--- config.mk ---
export PLATFORM = sky130hd
export DESIGN_NAME = key_slot_alloc
export DESIGN_NICKNAME = d
export VERILOG_FILES = /design/src/rtl/key_slot_alloc.sv
export SDC_FILE = /design/constraint.sdc
export NUM_CORES = 1
export LEC_CHECK = 0
export BUFFER_PORTS_ARGS = -buffer_cell sky130_fd_sc_hd__buf_4
export CAP_MARGIN = 20
export CELL_PAD_IN_SITES_DETAIL_PLACEMENT = 0
export CELL_PAD_IN_SITES_GLOBAL_PLACEMENT = 2
export CORE_ASPECT_RATIO = 0.7
export CORE_MARGIN = 1
export CORE_UTILIZATION = 25
export CTS_BUF_LIST = sky130_fd_sc_hd__clkbuf_8
export DETAILED_ROUTE_END_ITERATION = 12
export PLACE_DENSITY = 0.63
export SLEW_MARGIN = 20
export SYNTH_ARGS = -nofsm -noshare
export SYNTH_HDL_FRONTEND = slang
export SYNTH_SLANG_ARGS = --single-unit
--- constraint.sdc ---
create_clock -name clk -period 7.3 [get_ports clk]
set_input_delay 0.73 -clock clk [delete_from_list [all_inputs] [get_ports clk]]
set_output_delay 0.73 -clock clk [all_outputs]
set_load 0.01 [all_outputs]
--- src/rtl/key_slot_alloc.sv ---
module key_slot_alloc #(
  parameter int NUM_SLOTS = 8,
  parameter int RSVD_SLOT = 4
) (
  input  logic                         clk,
  input  logic                         rst_n,
  input  logic                         alloc_req,
  output logic                         grant_valid,
  output logic                         grant_ok,
  output logic [$clog2(NUM_SLOTS)-1:0] grant_slot,
  output logic                         pool_empty,
  input  logic                         rel_req,
  input  logic [$clog2(NUM_SLOTS)-1:0] rel_slot,
  output logic                         rel_err
);
  localparam int SW    = $clog2(NUM_SLOTS);
  localparam int DEPTH = NUM_SLOTS - 1;
  localparam int PW    = (DEPTH > 1) ? $clog2(DEPTH) : 1;
  localparam int CW    = $clog2(DEPTH + 1);
  localparam logic [SW-1:0] RSVD = SW'(RSVD_SLOT);

  logic [SW-1:0]        fifo [DEPTH];
  logic [PW-1:0]        rd_ptr, wr_ptr;
  logic [CW-1:0]        count;
  logic [NUM_SLOTS-1:0] free_q;

  function automatic logic [PW-1:0] nxt(input logic [PW-1:0] p);
    return (p == PW'(DEPTH - 1)) ? '0 : p + 1'b1;
  endfunction

  wire head_ok  = (count != '0);
  wire do_pop   = alloc_req && head_ok;
  wire rel_live = rel_req && (rel_slot != RSVD) && (int'(rel_slot) < NUM_SLOTS);
  wire rel_dup  = rel_live && free_q[rel_slot];
  wire do_push  = rel_live && !free_q[rel_slot];

  assign pool_empty = !head_ok;

  always_ff @(posedge clk) begin
    if (!rst_n) begin
      for (int i = 0; i < DEPTH; i++)
        fifo[i] <= (i < RSVD_SLOT) ? SW'(i) : SW'(i + 1);
      rd_ptr <= '0;
      wr_ptr <= '0;
      count  <= CW'(DEPTH);
      for (int s = 0; s < NUM_SLOTS; s++)
        free_q[s] <= (s != RSVD_SLOT);
      grant_valid <= 1'b0;
      grant_ok    <= 1'b0;
      grant_slot  <= RSVD;
      rel_err     <= 1'b0;
    end else begin
      grant_valid <= alloc_req;
      grant_ok    <= do_pop;
      if (alloc_req) grant_slot <= do_pop ? fifo[rd_ptr] : RSVD;
      rel_err <= rel_dup;
      if (do_pop) begin
        rd_ptr <= nxt(rd_ptr);
        free_q[fifo[rd_ptr]] <= 1'b0;
      end
      if (do_push) begin
        fifo[wr_ptr] <= rel_slot;
        wr_ptr <= nxt(wr_ptr);
        free_q[rel_slot] <= 1'b1;
      end
      count <= count + CW'(do_push) - CW'(do_pop);
    end
  end

  a_r2_never_reserved: assert property (@(posedge clk) disable iff (!rst_n)
    (grant_valid && grant_ok) |-> (grant_slot != RSVD));

  a_r5_empty_fails: assert property (@(posedge clk) disable iff (!rst_n)
    (alloc_req && pool_empty) |=> (grant_valid && !grant_ok && grant_slot == RSVD));

  a_r7_grant_follows: assert property (@(posedge clk) disable iff (!rst_n)
    alloc_req |=> grant_valid);

  a_r7_no_stray_grant: assert property (@(posedge clk) disable iff (!rst_n)
    !alloc_req |=> !grant_valid);

  a_r8_no_duplicates: assert property (@(posedge clk) disable iff (!rst_n)
    $countones(free_q) == int'(count));

  a_r3_rsvd_release_ignored: assert property (@(posedge clk) disable iff (!rst_n)
    (rel_req && rel_slot == RSVD && !alloc_req) |=> ($stable(count) && !rel_err));

  a_r8_err_needs_release: assert property (@(posedge clk) disable iff (!rst_n)
    rel_err |-> $past(rel_req));
endmodule

# == Yosys cells after proc, flatten, opt, wreduce, memory -nomap -nowiden ==
# Memory sizes are Yosys's and may differ from the RTL's. A register that Yosys moved wholly into a read port is not among the register bits.
# Cells that the tools add are included.
# W data, S select, Z words.
# totals
ff_bits,23
ramBits,21
word_cells,54
n_memories,1
# op_classes
add_sub_neg,4
order_cmp,4
n_eq_ne,3
mux,21
bitwise,3
n_reduce_logical,10
# mem_list
name,words,width,read_ports,rd_ports_with_merged_regs,wr,line,rtl
fifo,7,3,1,1,7,22,logic [SW-1:0] fifo [DEPTH];
# ops
operator,n
$mux W8,3
$mux W3,7
$and A8 B8 Y8,1
$lt A3 B4 Y1 const B,2
$mux W1,8
$not A8 Y8,1
$or A8 B8 Y8,1
$add A3 B1 Y3 const B,2
$demux W1 S3,2
$eq A3 B3 Y1 const B,2
$ge A3 B1 Y1 const B,2
$logic_and A1 B1 Y1,6
$add A3 B1 Y3,1
$bmux W1 S3,1
$ne A3 B3 Y1 const B,1
$reduce_bool A3 Y1,1
$reduce_or A3 Y1,1
$sub A3 B1 Y3,1
$logic_not A1 Y1,2

# == Depth between registers and ports, before layout ==
# Gate-level depths: netlist (run 1).
# depth
word_depth,10
mapped_depth,14

# == Least setup slack after synthesis (run 1) ==
# Ideal clock, no wire load.
# synth_path
path_kind,in2reg
from,input port rel_slot[0]
to,register count[2]
setup_time_ps,129
arrival_ps,3036
required_ps,7171
setup_slack_ps,4135
cell_stages,13
n_path_buf,2
cell_sequence,buf_6 -> mux2i_1 -> o22ai_2 -> nor3_4 -> inv_4 -> buf_6 -> ha_1 -> inv_1 -> ha_1 -> fa_1 -> xnor2_1 -> xnor2_1 -> nand2_1
# synth_between
elab_chain_len,6
# synth_lines
item,line,rtl
from (decl),13,"input logic [$clog2(NUM_SLOTS)-1:0] rel_slot,"
$bmux W1 S3,35,wire do_push = rel_live && !free_q[rel_slot];
$mux W1 (implied by the code),35,
$logic_not A1 Y1,35,
$logic_and A1 B1 Y1 (*),35,
$add A3 B1 Y3 (*),66,count <= count + CW'(do_push) - CW'(do_pop);
$sub A3 B1 Y3 (*),66,
to (signal assigned),45,count <= CW'(DEPTH);
to (signal assigned),66,
to (decl),24,logic [CW-1:0] count;
# Every way passes the cells marked *; elsewhere a longest branch is shown, timed or not. The select of a mux whose other input is x is not followed.
# A chain may end at the register's enable or synchronous reset.

# == Final worst setup path (run 1) ==
# Ends and elaborated chain as after synthesis.

==> impl.org, run 1 <==
** Worst setup path
- Data on the critical path arrives at its endpoint at 3340 ps.
- Max stage delay cell, worst path :: sky130_fd_sc_hd__nor3_4
- The signal on the critical path passes through buf_4 > mux2i_1 > o22ai_2 > nor3_4 > inv_4 > ha_1 > inv_1 > ha_1 > fa_1 > xnor2_1 > xnor2_1 > nand2_1.
- Gate family responsible for the most delay along the worst path :: adder cells
- Critical Path RT :: 7500 ps
- Of all nets on the critical path, the largest fanout is 19.
- CP Launch Type :: input port
- Critical Path Max Stage Delay :: 420 ps
- Critical Path End Type :: register
- Worst r2r dst :: count[2]$_SDFF_PN1_
- The critical path is of the input port to register type.
- The startpoint identified for the worst register-to-register timing path is count[1]$_SDFF_PN1_.
- FF-to-FF path depth :: 10
- The setup check on the worst reg-to-reg path leaves a slack of 4490 ps.
- Crit path buf inv count :: 3
- Tracing the worst setup path back leads to its startpoint at rel_slot[0].

** Clock network
- Insertion delay of the later-clocked pin in the worst-skew pair :: 320 ps
- CTS resizes :: 0
- After clock tree synthesis, the clock-pin slew on the worst setup and hold paths is 100 ps.
- For this design, the sink count on the clock tree is 50.
- Clock tree synthesis selected as its root buffer the cell sky130_fd_sc_hd__clkbuf_8.
- TritonCTS built the clock tree.
- Clock H-tree levels :: 2
- In this run, post-CTS hold repair placed 0 buffers.
- Clock buffers created by TritonCTS :: 5
- Buffers inserted by post-CTS timing repair :: 0
- Maximum buffer depth of the clock tree :: 2

** Timing
- Static timing analysis puts the maximum clock frequency at 319 MHz.
- Final worst clock skew :: 7.03 ps
- Setup repair after global routing left no endpoint under its margin.
- Sum of negative setup slack :: 0 ps
- Final Cycle Share :: 42.9%
- Slew at the pin closest to its max-slew limit :: 844 ps
- Pins over their slew limit :: 0
- Headroom to the max-slew limit came out at 43.2%.
- Final critical-path required period :: 3130 ps
- The number of hold violations in the final report is 0.
- Setup violations remaining at the end of the flow were counted as 0.

** Floorplan
- The die is 84.4 um tall.
- During I/O placement, the number of pins put on the boundary was 14.
- Die width :: 120 um
- In this run the core area contains 29 standard-cell rows.
- Once the floorplan was initialized, standard cells occupied 26.3% of the core.
- The die covers 10100 um^2.
- Area of the core :: 9220 um^2

** Pwr
- Dividing total power by cell area gives a power density of 232 nW/um^2.
- Static Leak :: 0.883 nW
- VDD sags by at most 88.5 uV.

** Synth
- sky130_fd_sc_hd__edfxtp_1 takes more of the synthesized area than any other cell.
- Mean Syn Cell Area :: 11.4 um^2
- Ranked by total cell area, the synthesized netlist is headed by sky130_fd_sc_hd__edfxtp_1 (26%), sky130_fd_sc_hd__dfxtp_1 (24%), sky130_fd_sc_hd__mux4_2 (3.7%).
- Synthesized net count :: 222
- Top post-synthesis cells by count :: sky130_fd_sc_hd__dfxtp_1 (29), sky130_fd_sc_hd__edfxtp_1 (21), sky130_fd_sc_hd__nand2_1 (18)
- FF+latch count, synth :: 50
- Number of warnings reported in the yosys synthesis log :: 0
- Most repeated cell in the gate-level netlist after synthesis :: sky130_fd_sc_hd__dfxtp_1
- Dominant register cell in the synthesized netlist :: sky130_fd_sc_hd__dfxtp_1
- Top cell type's share of synthesized area :: 26.0%
- Count of different cell masters after synthesis :: 54
- Number of enable flip-flop cells after synthesis :: 21
- Share of the yosys chip area belonging to registers :: 50.0%
- Summed instance area of the synthesized netlist :: 2420 um^2
- Counting every instance in the synthesized netlist gives 212.
- Proportion of register bits with asynchronous set or reset after synthesis :: 0%

** Detailed routing
- Wire length reported by the detailed router :: 5980 um
- The first detailed-routing pass ran for 4 iterations.
- For this run, design rule violations remaining after detail routing come to 0.
- DRC violation total after the first TritonRoute iteration :: 160
- The count of nets left with antenna violations once routing finished came out at 0.
- In the routed layout, each cell is associated on average with a via count of 4.95.
- Total via count after detailed routing :: 1693
- Dividing the detail-routed wire length by the instance count gives 17.5 um.

** Hold path
- The worst hold path begins at grant_slot[0]$_SDFFE_PN0P_.
- The worst hold path belongs to the class register to register.
- For hold timing, the worst endpoint is grant_slot[0]$_SDFFE_PN0P_.
- Hold Path Depth :: 2

** Finish
- The repair_antennas step left the layout with diodes totalling 0.
- Storage cell area :: 1210 um^2
- The post-route netlist has 19.3% of its cells at a drive strength greater than 1.
- After the last flow step, the layout net total stands at 227.
- Number of fillers in the final layout :: 972
- Summing all multi-input logic gate instances after layout gives 1080 um^2.
- The area growth from synthesis to layout is 11.6%.
- Summing all non-filler instances in the final layout gives an area of 2700 um^2.

** Place
- Routability-driven placement finished with a final weighted congestion of 0.746.
- The wire-length estimate of the detail-placed layout is 4350 um.
- Buffers added on ports :: 13
- In this run the cell area measured after placement is 2590 um^2.

** GRT
- Overall overflow remaining after global route :: 0
- Number of antenna violations at the first check in global routing :: 0
- Across every metal layer, demand over resource in global routing totals 12.6%.
- First-pass GRT wire length :: 9570 um
- Entering global routing, the biggest net connects 25 pins.
- Via count of the first global-routing pass :: 1624

** Status
- The run finished with clean final reports.

** Flow run
- Number of maximum-capacitance violations :: 0
## placed cells by master, fill, tap and decap left out, types with 2 or more instances in the layout
cell	count
sky130_fd_sc_hd__a211o_1	2
sky130_fd_sc_hd__a21oi_1	5
sky130_fd_sc_hd__a31o_2	3
sky130_fd_sc_hd__and3_1	2
sky130_fd_sc_hd__buf_4	13
sky130_fd_sc_hd__clkbuf_8	5
sky130_fd_sc_hd__dfxtp_1	29
sky130_fd_sc_hd__edfxtp_1	21
sky130_fd_sc_hd__ha_1	2
sky130_fd_sc_hd__inv_1	9
sky130_fd_sc_hd__mux2_4	2
sky130_fd_sc_hd__mux2i_1	6
sky130_fd_sc_hd__mux4_1	2
sky130_fd_sc_hd__mux4_2	4
sky130_fd_sc_hd__nand2_1	18
sky130_fd_sc_hd__nand2b_1	3
sky130_fd_sc_hd__nand3_1	7
sky130_fd_sc_hd__nand4_1	9
sky130_fd_sc_hd__nor2_1	7
sky130_fd_sc_hd__nor3_1	7
sky130_fd_sc_hd__nor4_1	4
sky130_fd_sc_hd__nor4_2	4
sky130_fd_sc_hd__o21ai_0	6
sky130_fd_sc_hd__o22a_1	2
sky130_fd_sc_hd__o22ai_2	2
sky130_fd_sc_hd__o311ai_1	4
sky130_fd_sc_hd__o31ai_1	6
sky130_fd_sc_hd__o41ai_1	4
sky130_fd_sc_hd__or3_1	3
sky130_fd_sc_hd__xnor2_1	2
## metrics by stage
step	setup slack, ps	util, %	total power, mW	hold WS [ps]	std cells
2_1_floorplan	4140	-	0.399	415	212
3_3_place_gp	3880	28.1	0.426	452	334
3_5_place_dp	3820	28.1	0.423	450	334
4_1_cts	4150	29.3	0.630	473	342
5_1_grt	3910	29.3	0.655	501	342
6_report	4170	29.3	0.627	470	342
## layer usage
metal | vias up | track usage [%] | part of all wire [%]
met2 | 36 | 15.2 | 38
met3 | 2 | 2.58 | 5.5
met1 | 824 | 21.4 | 56
met4 | 0 | 3.07 | 0.32
met5 | - | 0 | 0
li1 | 831 | - | -
## how the worst max path moves through the flow
stage / endpoint / cells after the start
after detailed placement: count[2]$_SDFF_PN1_ / 12
after global placement: count[2]$_SDFF_PN1_ / 12
after floorplan: count[2]$_SDFF_PN1_ / 13
after global routing: count[2]$_SDFF_PN1_ / 12
after CTS: count[2]$_SDFF_PN1_ / 12
final: count[2]$_SDFF_PN1_ / 12
## where the power goes
part / switching [mW] / internal [mW] / total (mW)
Sequential: 0.0135 / 0.307 / 0.321
Combinational: 0.0560 / 0.0406 / 0.0965
Clock: 0.106 / 0.104 / 0.210
Total: 0.175 / 0.452 / 0.627
## final cells by class
cell class | count | share of cell area (%)
flip-flops and latches | 50 | 44.8
multi-input cells | 136 | 39.9
well taps | 124 | 5.74
repair buffers | 13 | 3.61
clock buffers | 5 | 2.55
clock inverters | 3 | 1.76
inverters | 11 | 1.62
## cells by family after synthesis
kind of cell	after synthesis	share of synthesized area (%)
and+or+nand+nor	70	16.9
DFF	50	50.0
AOI/OAI and AO/OA	46	15.0
buffers and inverters	26	5.47
muxes	15	10.1
adders and majority gates	3	1.86
xor gates and xnor gates	2	0.723
## tightest hold or removal path: stages, from the launching register on
cell                      delay, ps
sky130_fd_sc_hd__dfxtp_1        340
sky130_fd_sc_hd__nand2_1         50
sky130_fd_sc_hd__o21ai_0         50
## registers in the layout, indices dropped and copies added, names as in the netlist, named ones only
register,cells
wr_ptr,3
grant_slot,3
grant_ok,1
count,3
free_q,8
fifo,24
rel_err,1
rd_ptr,3
grant_valid,1
Power figures use the tool's default switching activity.
==> inputs of run 2 (changes only) <==
--- a/config.mk
+++ b/config.mk
@@ -5,6 +5,7 @@
 export SDC_FILE = /design/constraint.sdc
 export NUM_CORES = 1
 export LEC_CHECK = 0
+export ABC_AREA = 1
 export BUFFER_PORTS_ARGS = -buffer_cell sky130_fd_sc_hd__buf_4
 export CAP_MARGIN = 20
 export CELL_PAD_IN_SITES_DETAIL_PLACEMENT = 0
@@ -14,7 +15,7 @@
 export CORE_UTILIZATION = 25
 export CTS_BUF_LIST = sky130_fd_sc_hd__clkbuf_8
 export DETAILED_ROUTE_END_ITERATION = 12
-export PLACE_DENSITY = 0.63
+export PLACE_DENSITY = 0.7
 export SLEW_MARGIN = 20
 export SYNTH_ARGS = -nofsm -noshare
 export SYNTH_HDL_FRONTEND = slang
==> constraint.sdc (replaced) <==
create_clock -name clk -period 2.88 [get_ports clk]
set_input_delay 0.288 -clock clk [delete_from_list [all_inputs] [get_ports clk]]
set_output_delay 0.288 -clock clk [all_outputs]
set_load 0.01 [all_outputs]
==> run 2 against run 1 <==
Compared with the run above:
- sequential share of layout area down 2.5 points
- die area up 5.4%
- final cell count up 36%
- critical path depth down 1
- critical path type is now register to register
- largest cell class unchanged
- combinational power rose to 3.0 times the previous value
- final area up 6.0%
==> impl.org, run 2 <==
** Synth
- Top post-synthesis cells by count :: sky130_fd_sc_hd__nand2_1 (89), sky130_fd_sc_hd__inv_1 (56), sky130_fd_sc_hd__dfxtp_1 (29)
- sky130_fd_sc_hd__nand2_1 is the most common cell in the netlist.
- Top cell type by total area after synthesis :: sky130_fd_sc_hd__edfxtp_1
- Compound-cell area share of the yosys netlist :: 5.14%
- Counting flops with a built-in enable in the synthesized netlist gives 21.
- In this run, synthesis produced a sequential element count of 50.
- Post-synthesis mux area share :: 0%
- Area share of fa/ha/maj cells after synthesis :: 1.76%
- After synthesis, flip-flops and latches occupy 47.4% of the total area.
- Each instance of the synthesized netlist takes up on average 7.91 um^2.
- Synthesized-area fraction occupied by xor and xnor cells :: 0.685%
- Post-Synth Simple-Gate Area :: 33.2%
- For this run, the number of Yosys warnings is 0.
- By area, the combinational part of the netlist is dominated by simple AND/OR/NAND/NOR gates.
- The most used flip-flop cell after synthesis is sky130_fd_sc_hd__dfxtp_1.
- Proportion of register bits with asynchronous set or reset after synthesis :: 0%
- Synthesized net count :: 333
- Ranked by total cell area, the synthesized netlist is headed by sky130_fd_sc_hd__edfxtp_1 (25%), sky130_fd_sc_hd__dfxtp_1 (23%), sky130_fd_sc_hd__nand2_1 (13%).
- After synthesis the cells add up to 2560 um^2.
- The share of synthesized area in the top cell type comes to 24.7%.
- The cell count after synthesis came out at 323.
- In this run, distinct cell masters in the synthesized netlist total 34.

** Clock network
- In this run, CTS created clock tree buffers numbering 5.
- Insertion delay of the later-clocked pin in the worst-skew pair :: 310 ps
- Hold-fix buffers at CTS :: 0
- Clock-pin slew on the worst setup and hold paths :: 100 ps
- Clock tree root buffer cell :: sky130_fd_sc_hd__clkbuf_8
- Maximum buffer depth of the clock tree :: 2
- TritonCTS built the clock tree.
- The number of setup buffers added after CTS is 0.
- Clock H-tree levels :: 2
- CTS resizes :: 0
- Number of clock sinks :: 50

** Finish
- Leaving out fill and tap cells, the most frequent cells in the layout are sky130_fd_sc_hd__nand2_1 (89), sky130_fd_sc_hd__inv_1 (57), sky130_fd_sc_hd__dfxtp_1 (29).
- The largest registers in the layout are fifo (24), free_q (8).
- The number of antenna diodes in the final layout is 0.
- In the final layout, the multi-input gates occupy 1040 um^2.
- Cells fill 29.2% of the core in the end.
- Flip-flop count of the largest register after layout :: 24
- Most frequent standard cell in the layout excluding fill and tap cells :: sky130_fd_sc_hd__nand2_1
- Of the cells placed in the final design, the portion with a size suffix greater than 1 is 14.0%.
- Counting flops per register, the top entry is fifo.
- Final #Nets :: 345
- Number of fillers in the final layout :: 1067
- Relative to the synthesized area, the layout overhead comes to 12.0%.
- Storage cell area :: 1210 um^2

** Pwr
- Areal power density over the cells :: 561 nW/um^2
- Of the total power, combinational logic draws 17.7%.
- Proportion of power drawn by the clock network :: 31.3%
- In this run switching power makes up 28.7% of total power.
- The internal portion of the total power is 1.14 mW.
- Total net switching power :: 460 uW
- Of the total power, registers draw 51.0%.
- Static Leak :: 1.36 nW
- VDD sags by at most 167 uV.

** Timing
- Dividing the final minimum period by the clock period gives 74.6%.
- Headroom to the max-slew limit :: 60.7%
- Final hold slack :: 208 ps
- At the pin with the least slew margin, the transition time is 584 ps.
- Setup repair after global routing left no endpoint under its margin.
- The number of hold violations in the final report came to 0.
- F_max :: 465 MHz
- The final number of max-transition violations came to 0.
- Final critical-path required period :: 2150 ps
- The clock arrives with 13.8 ps of skew.
- Final Setup Violations :: 0
- Sum of negative setup slack :: 0 ps

** Detailed routing
- Antenna-violating nets left :: 0
- Wire length reported by the detailed router :: 6020 um
- The detailed router placed 1979 vias in this run.
- For this run, design rule violations remaining after detail routing come to 0.
- After detailed routing, the average wire length per cell comes to 13.0 um.
- The first detailed-routing pass ran for 4 iterations.
- Vias per cell :: 4.27
- DRC violation total after the first TritonRoute iteration :: 87

** Worst setup path
- In this run the register-to-register setup slack is 730 ps.
- The worst setup path is launched from a register.
- For the worst flop-to-flop path, the logic depth is 11.
- Worst r2r dst :: count[1]$_SDFF_PN1_
- Following the worst setup path forward leads to its endpoint at count[1]$_SDFF_PN1_.
- Critical path data arrival time :: 2360 ps
- In this run the number of cells on the critical path is 11.
- Critical Path End Type :: register
- The number of buffers and inverters on the critical path is 2.
- Startpoint of the worst register-to-register path :: free_q[4]$_SDFF_PN0_
- Data on the critical path is required at its endpoint by 3090 ps.
- Critical path type :: register to register
- On the critical path, the stage with the largest delay is an instance of sky130_fd_sc_hd__fa_1.
- In this design, the stage delay of the slowest critical-path cell is 410 ps.
- Maximum fanout along the worst path :: 4
- In this run the worst setup path begins at free_q[4]$_SDFF_PN0_.
- The critical path goes through inv_1 > nand2_2 > nand3_1 > nand2_2 > nor2_4 > nand2_4 > ha_1 > inv_1 > ha_1 > fa_1 > or2_2.
- In this design, the largest share of critical-path delay is due to adder cells.

** Floorplan
- IO Count :: 14
- The initialized floorplan defines 30 standard-cell rows.
- From bottom edge to top edge, the die measures 86.6 um.
- Once the floorplan was initialized, standard cells occupied 26.1% of the core.
- The die covers 10600 um^2.
- Area of the core :: 9800 um^2
- Die width :: 123 um

** Hold path
- The path class of the tightest hold or removal check is input port to register.

** GRT
- Largest net degree at the start of global routing :: 25
- Via count of the first global-routing pass :: 1887
- Overall overflow remaining after global route :: 0
- Global routing consumed, over all layers together, 12.6% of the routing resources.
- The initial antenna violation count was 0.
- First-pass GRT wire length :: 9870 um

** Place
- At the end of routability-driven placement, the weighted congestion stood at 0.770.
- Buffers added on ports :: 13
- DP HPWL :: 4600 um

** Flow run
- Number of maximum-capacitance violations :: 0

** Status
- The flow ran to the end, and the final reports show no timing, DRC or antenna violations.
## run 2: cells by family after synthesis
group	count (synthesis)
AOI/OAI and AO/OA	24
and+or+nand+nor	174
adders and majority gates	3
buffers and inverters	70
xor gates and xnor gates	2
DFF	50
## run 2: power groups by stage
stage | sequential, mW | clock [mW] | combinational, mW
after global placement | 0.836 | 0 | 0.287
final | 0.819 | 0.502 | 0.285
after detailed placement | 0.835 | 0 | 0.286
after CTS | 0.819 | 0.527 | 0.287
after floorplan | 0.826 | 0 | 0.216
after global routing | 0.824 | 0.547 | 0.324
## run 2: worst register-to-register path, cell delays in order (launching register included)
cell	delay, ps
sky130_fd_sc_hd__dfxtp_1	320
sky130_fd_sc_hd__inv_1	80
sky130_fd_sc_hd__nand2_2	50
sky130_fd_sc_hd__nand3_1	90
sky130_fd_sc_hd__nand2_2	90
sky130_fd_sc_hd__nor2_4	140
sky130_fd_sc_hd__nand2_4	70
sky130_fd_sc_hd__ha_1	280
sky130_fd_sc_hd__inv_1	40
sky130_fd_sc_hd__ha_1	180
sky130_fd_sc_hd__fa_1	410
sky130_fd_sc_hd__or2_2	290
## run 2: worst min path at each step
| stage | start | end | slack (ps) | cells past startpoint |
|---|---|---|---|---|
| 2_1_floorplan | alloc_req | grant_valid$_SDFF_PN0_ | 400 | 2 |
| 6_report | alloc_req | grant_valid$_SDFF_PN0_ | 210 | 3 |
| 4_1_cts | alloc_req | grant_valid$_SDFF_PN0_ | 190 | 3 |
| 5_1_grt | alloc_req | grant_valid$_SDFF_PN0_ | 210 | 3 |
| 3_5_place_dp | free_q[4]$_SDFF_PN0_ | free_q[4]$_SDFF_PN0_ | 450 | 2 |
| 3_3_place_gp | free_q[4]$_SDFF_PN0_ | free_q[4]$_SDFF_PN0_ | 440 | 2 |
## run 2: layout make-up
type / count / area share [%]
flip-flops and latches: 50 / 42.3
multi-input cells: 203 / 36.4
inverters: 61 / 8.17
well taps: 128 / 5.59
repair buffers: 14 / 3.67
clock buffers: 5 / 2.40
clock inverters: 3 / 1.44
## run 2: per-stage QoR
step	cell area, um^2	power (mW)	setup WS [ps]	std cells
2_1_floorplan	2560	1.04	468	323
3_3_place_gp	2750	1.12	563	456
3_5_place_dp	2750	1.12	514	456
4_1_cts	2860	1.63	709	464
5_1_grt	2860	1.69	603	464
6_report	2860	1.61	731	464
## run 2: routing by layer
layer  vias to the layer above  global-route usage (%)  part of all wire [%]
li1                       1044                       -                     -
met1                       893                    19.0                    58
met2                        40                    16.9                    38
met3                         2                    3.42                   3.7
met4                         0                    3.77                  0.45
met5                         -                       0                     0
==> inputs of run 3 (changes only) <==
--- a/config.mk
+++ b/config.mk
@@ -15,7 +15,7 @@
 export CORE_UTILIZATION = 25
 export CTS_BUF_LIST = sky130_fd_sc_hd__clkbuf_8
 export DETAILED_ROUTE_END_ITERATION = 12
-export PLACE_DENSITY = 0.7
+export PLACE_DENSITY = 0.68
 export SLEW_MARGIN = 20
 export SYNTH_ARGS = -nofsm -noshare
 export SYNTH_HDL_FRONTEND = slang
==> constraint.sdc (replaced) <==
create_clock -name clk -period 2.19 [get_ports clk]
set_input_delay 0.219 -clock clk [delete_from_list [all_inputs] [get_ports clk]]
set_output_delay 0.219 -clock clk [all_outputs]
set_load 0.01 [all_outputs]
==> run 3 against run 2 <==
Compared with the run above:
- critical path depth is 2 lower
- routed wire length up 3.9%
- die area is the same
- flip-flop and latch count stayed put
- sequential share of layout area fell by 1.5 points
- via count up 1.7%
- power grew 34%
- critical endpoint unchanged
==> impl.org, run 3 (synthesized netlist as in run 2, its figures left out) <==
** Clock network
- The clock tree synthesis step divided the H-tree into 2 levels.
- TritonCTS clock tree :: done
- CTS resizes :: 0
- Clock-pin slew was measured on the worst setup and hold paths at 100 ps.
- Maximum buffer depth of the clock tree :: 2
- The later pin in the worst-skew pair is clocked with a latency of 310 ps.
- The number of setup buffers added after CTS is 0.
- The root buffer cell chosen for the clock tree is sky130_fd_sc_hd__clkbuf_8.
- For this design, the sink count on the clock tree is 50.
- Clock buffers created by TritonCTS :: 5
- Hold-fix buffers at CTS :: 0

** Worst setup path
- At the worst endpoint, the required time is 2390 ps.
- Among cell families on the critical path, the largest total delay comes from adder cells.
- Together, buffers and inverters on the worst path number 3.
- CP Launch Type :: register
- Critical Path Max Stage Delay :: 420 ps
- Traced cell by cell, the critical path runs through inv_1 > nand3_1 > nand2_1 > inv_1 > ha_4 > inv_1 > ha_2 > fa_1 > or2_4.
- The slowest stage of the critical path is the sky130_fd_sc_hd__fa_1 cell.
- Critical path type :: register to register
- Data arrives at the worst endpoint at 2250 ps.
- By instance count, the cell type seen most on the critical path is sky130_fd_sc_hd__inv_1.
- The worst setup path is captured at a register.
- Along the worst path, the maximum fanout reaches 4.

** GRT
- In the global route stage, overall resource usage came out at 12.9%.
- The first global-routing pass estimated 10300 um of wire.
- The via count of the first global-routing pass was 1942.
- Overall overflow remaining after global route :: 0
- Entering global routing, the biggest net connects 24 pins.
- The initial antenna violation count came to 0.

** Timing
- Final critical-path required period :: 2050 ps
- Headroom to the max-slew limit :: 65.0%
- Pins over their slew limit :: 0
- The clock arrives with 8.73 ps of skew.
- Adding up every negative setup slack in the final design gives 0 ps.
- Final Cycle Share :: 93.4%
- At the pin with the least slew margin, the transition time is 522 ps.
- F_max :: 489 MHz
- Setup violations remaining at the end of the flow were counted as 0.
- Final Hold Fails :: 0
- RSZ-0062 raised after global routing :: no

** Finish
- Most used cells in the layout excluding fill and tap cells :: sky130_fd_sc_hd__nand2_1 (89), sky130_fd_sc_hd__inv_1 (56), sky130_fd_sc_hd__dfxtp_1 (29)
- Finished Core Util :: 30.3%
- Number of fillers in the final layout :: 1043
- Synthesis-to-layout area growth :: 16.2%
- Storage cell area :: 1210 um^2
- The library cell used most frequently in the layout, excluding fill and tap cells, is sky130_fd_sc_hd__nand2_1.
- Flip-flop count of the largest register after layout :: 24
- Counting flops per register, the top entry is fifo.
- Non-filler instance count after layout :: 476
- The largest registers in the layout are fifo (24), free_q (8).
- Summing all non-filler instances in the final layout gives an area of 2970 um^2.
- 0 antenna diodes ended up in the layout.
- The post-route netlist has 17.8% of its cells at a drive strength greater than 1.
- The net count of the finished layout is 357.
- The multi-input combinational cells in the finished layout cover a total of 1060 um^2.

** Pwr
- Part of the power in combinational logic :: 19.2%
- Power spread over the standard cell area amounts to 724 nW/um^2.
- Share of total power in sequential cells :: 49.9%
- Proportion of power drawn by the clock network :: 30.8%
- In this run the power spent charging and discharging nets is 621 uW.
- Sw Ratio :: 28.9%
- In this run the static leakage power is 1.42 nW.
- Cell internal power was estimated by the tool at 1.53 mW.
- Largest voltage drop on the vdd net :: 271 uV

** Detailed routing
- In the final routed layout, each cell accounts on average for 13.1 um.
- Total via count after detailed routing :: 2013
- After detailed routing, the number of remaining DRC violations is 0.
- Using the TritonRoute via totals, the vias-per-cell ratio works out to 4.23.
- The first detailed-routing pass took 5 iterations.
- Wire length reported by the detailed router :: 6250 um
- Antenna-violating nets left :: 0
- DRC violation total after the first TritonRoute iteration :: 225

** Floorplan
- Vertical extent of the die :: 86.6 um
- Number of rows in the core area :: 30
- Pin placement for this block handled 14 I/O pins.
- Measured along the x axis, the die boundary spans 123 um.
- The die covers 10600 um^2.
- For this configuration, the core starts out at a cell density of 26.1%.
- The core region is 9800 um^2.

** Place
- Including well taps, the total number of placed cells is 468.
- Final RePlAce weighted congestion :: 0.774
- Buffers added on ports :: 13
- DP HPWL :: 4790 um
- After detailed placement, the total cell area comes to 2860 um^2.

** Flow run
- Across the run, the number of max-cap violations was 0.

** Status
- Status :: completed

** Hold path
- Type of the most critical hold path :: input port to register
-- run 3: power by group through the flow --
stage          clock [mW]  combinational [mW]  sequential [mW]
2_1_floorplan           0               0.294             1.09
3_3_place_gp            0               0.416             1.09
3_5_place_dp            0               0.416             1.09
4_1_cts             0.680               0.417             1.07
5_1_grt             0.725               0.472             1.08
6_report            0.663               0.414             1.07
-- run 3: stage by stage --
step           total power, mW  setup WS (ps)  hold WS [ps]
2_1_floorplan             1.38          -51.1           331
3_3_place_gp              1.51           53.2           445
3_5_place_dp              1.51           23.5           451
4_1_cts                   2.17            131           136
5_1_grt                   2.28           7.38           155
6_report                  2.15            145           141
-- run 3: area by class of cell --
class / instances / area share, %
repair buffers: 26 / 6.57
flip-flops and latches: 50 / 40.8
well taps: 128 / 5.39
clock buffers: 5 / 2.32
clock inverters: 3 / 1.35
multi-input cells: 203 / 35.7
inverters: 61 / 7.88
-- run 3: worst paths after layout --
kind / start / end / slack, ps / depth (start not counted)
max: count[1]$_SDFF_PN1_ / count[1]$_SDFF_PN1_ / 140 / 9
min: alloc_req / grant_valid$_SDFF_PN0_ / 140 / 3
max reg2reg: count[1]$_SDFF_PN1_ / count[1]$_SDFF_PN1_ / 140 / 9
min reg2reg: free_q[0]$_SDFF_PN1_ / free_q[0]$_SDFF_PN1_ / 470 / 2
-- run 3: layer usage --
layer,vias up,wire [um],part of all wire (%),global-route usage (%)
met5,-,0,0,0
met4,0,32,0.51,2.00
met3,6,228,3.6,3.03
met2,30,2400,38,17.4
met1,905,3590,57,20.5
li1,1072,-,-,-
-- run 3: worst min-delay path: cells and delay by family --
kind,cells,cell delay [ps]
and+or+nand+nor,1,60
buffers and inverters,2,150
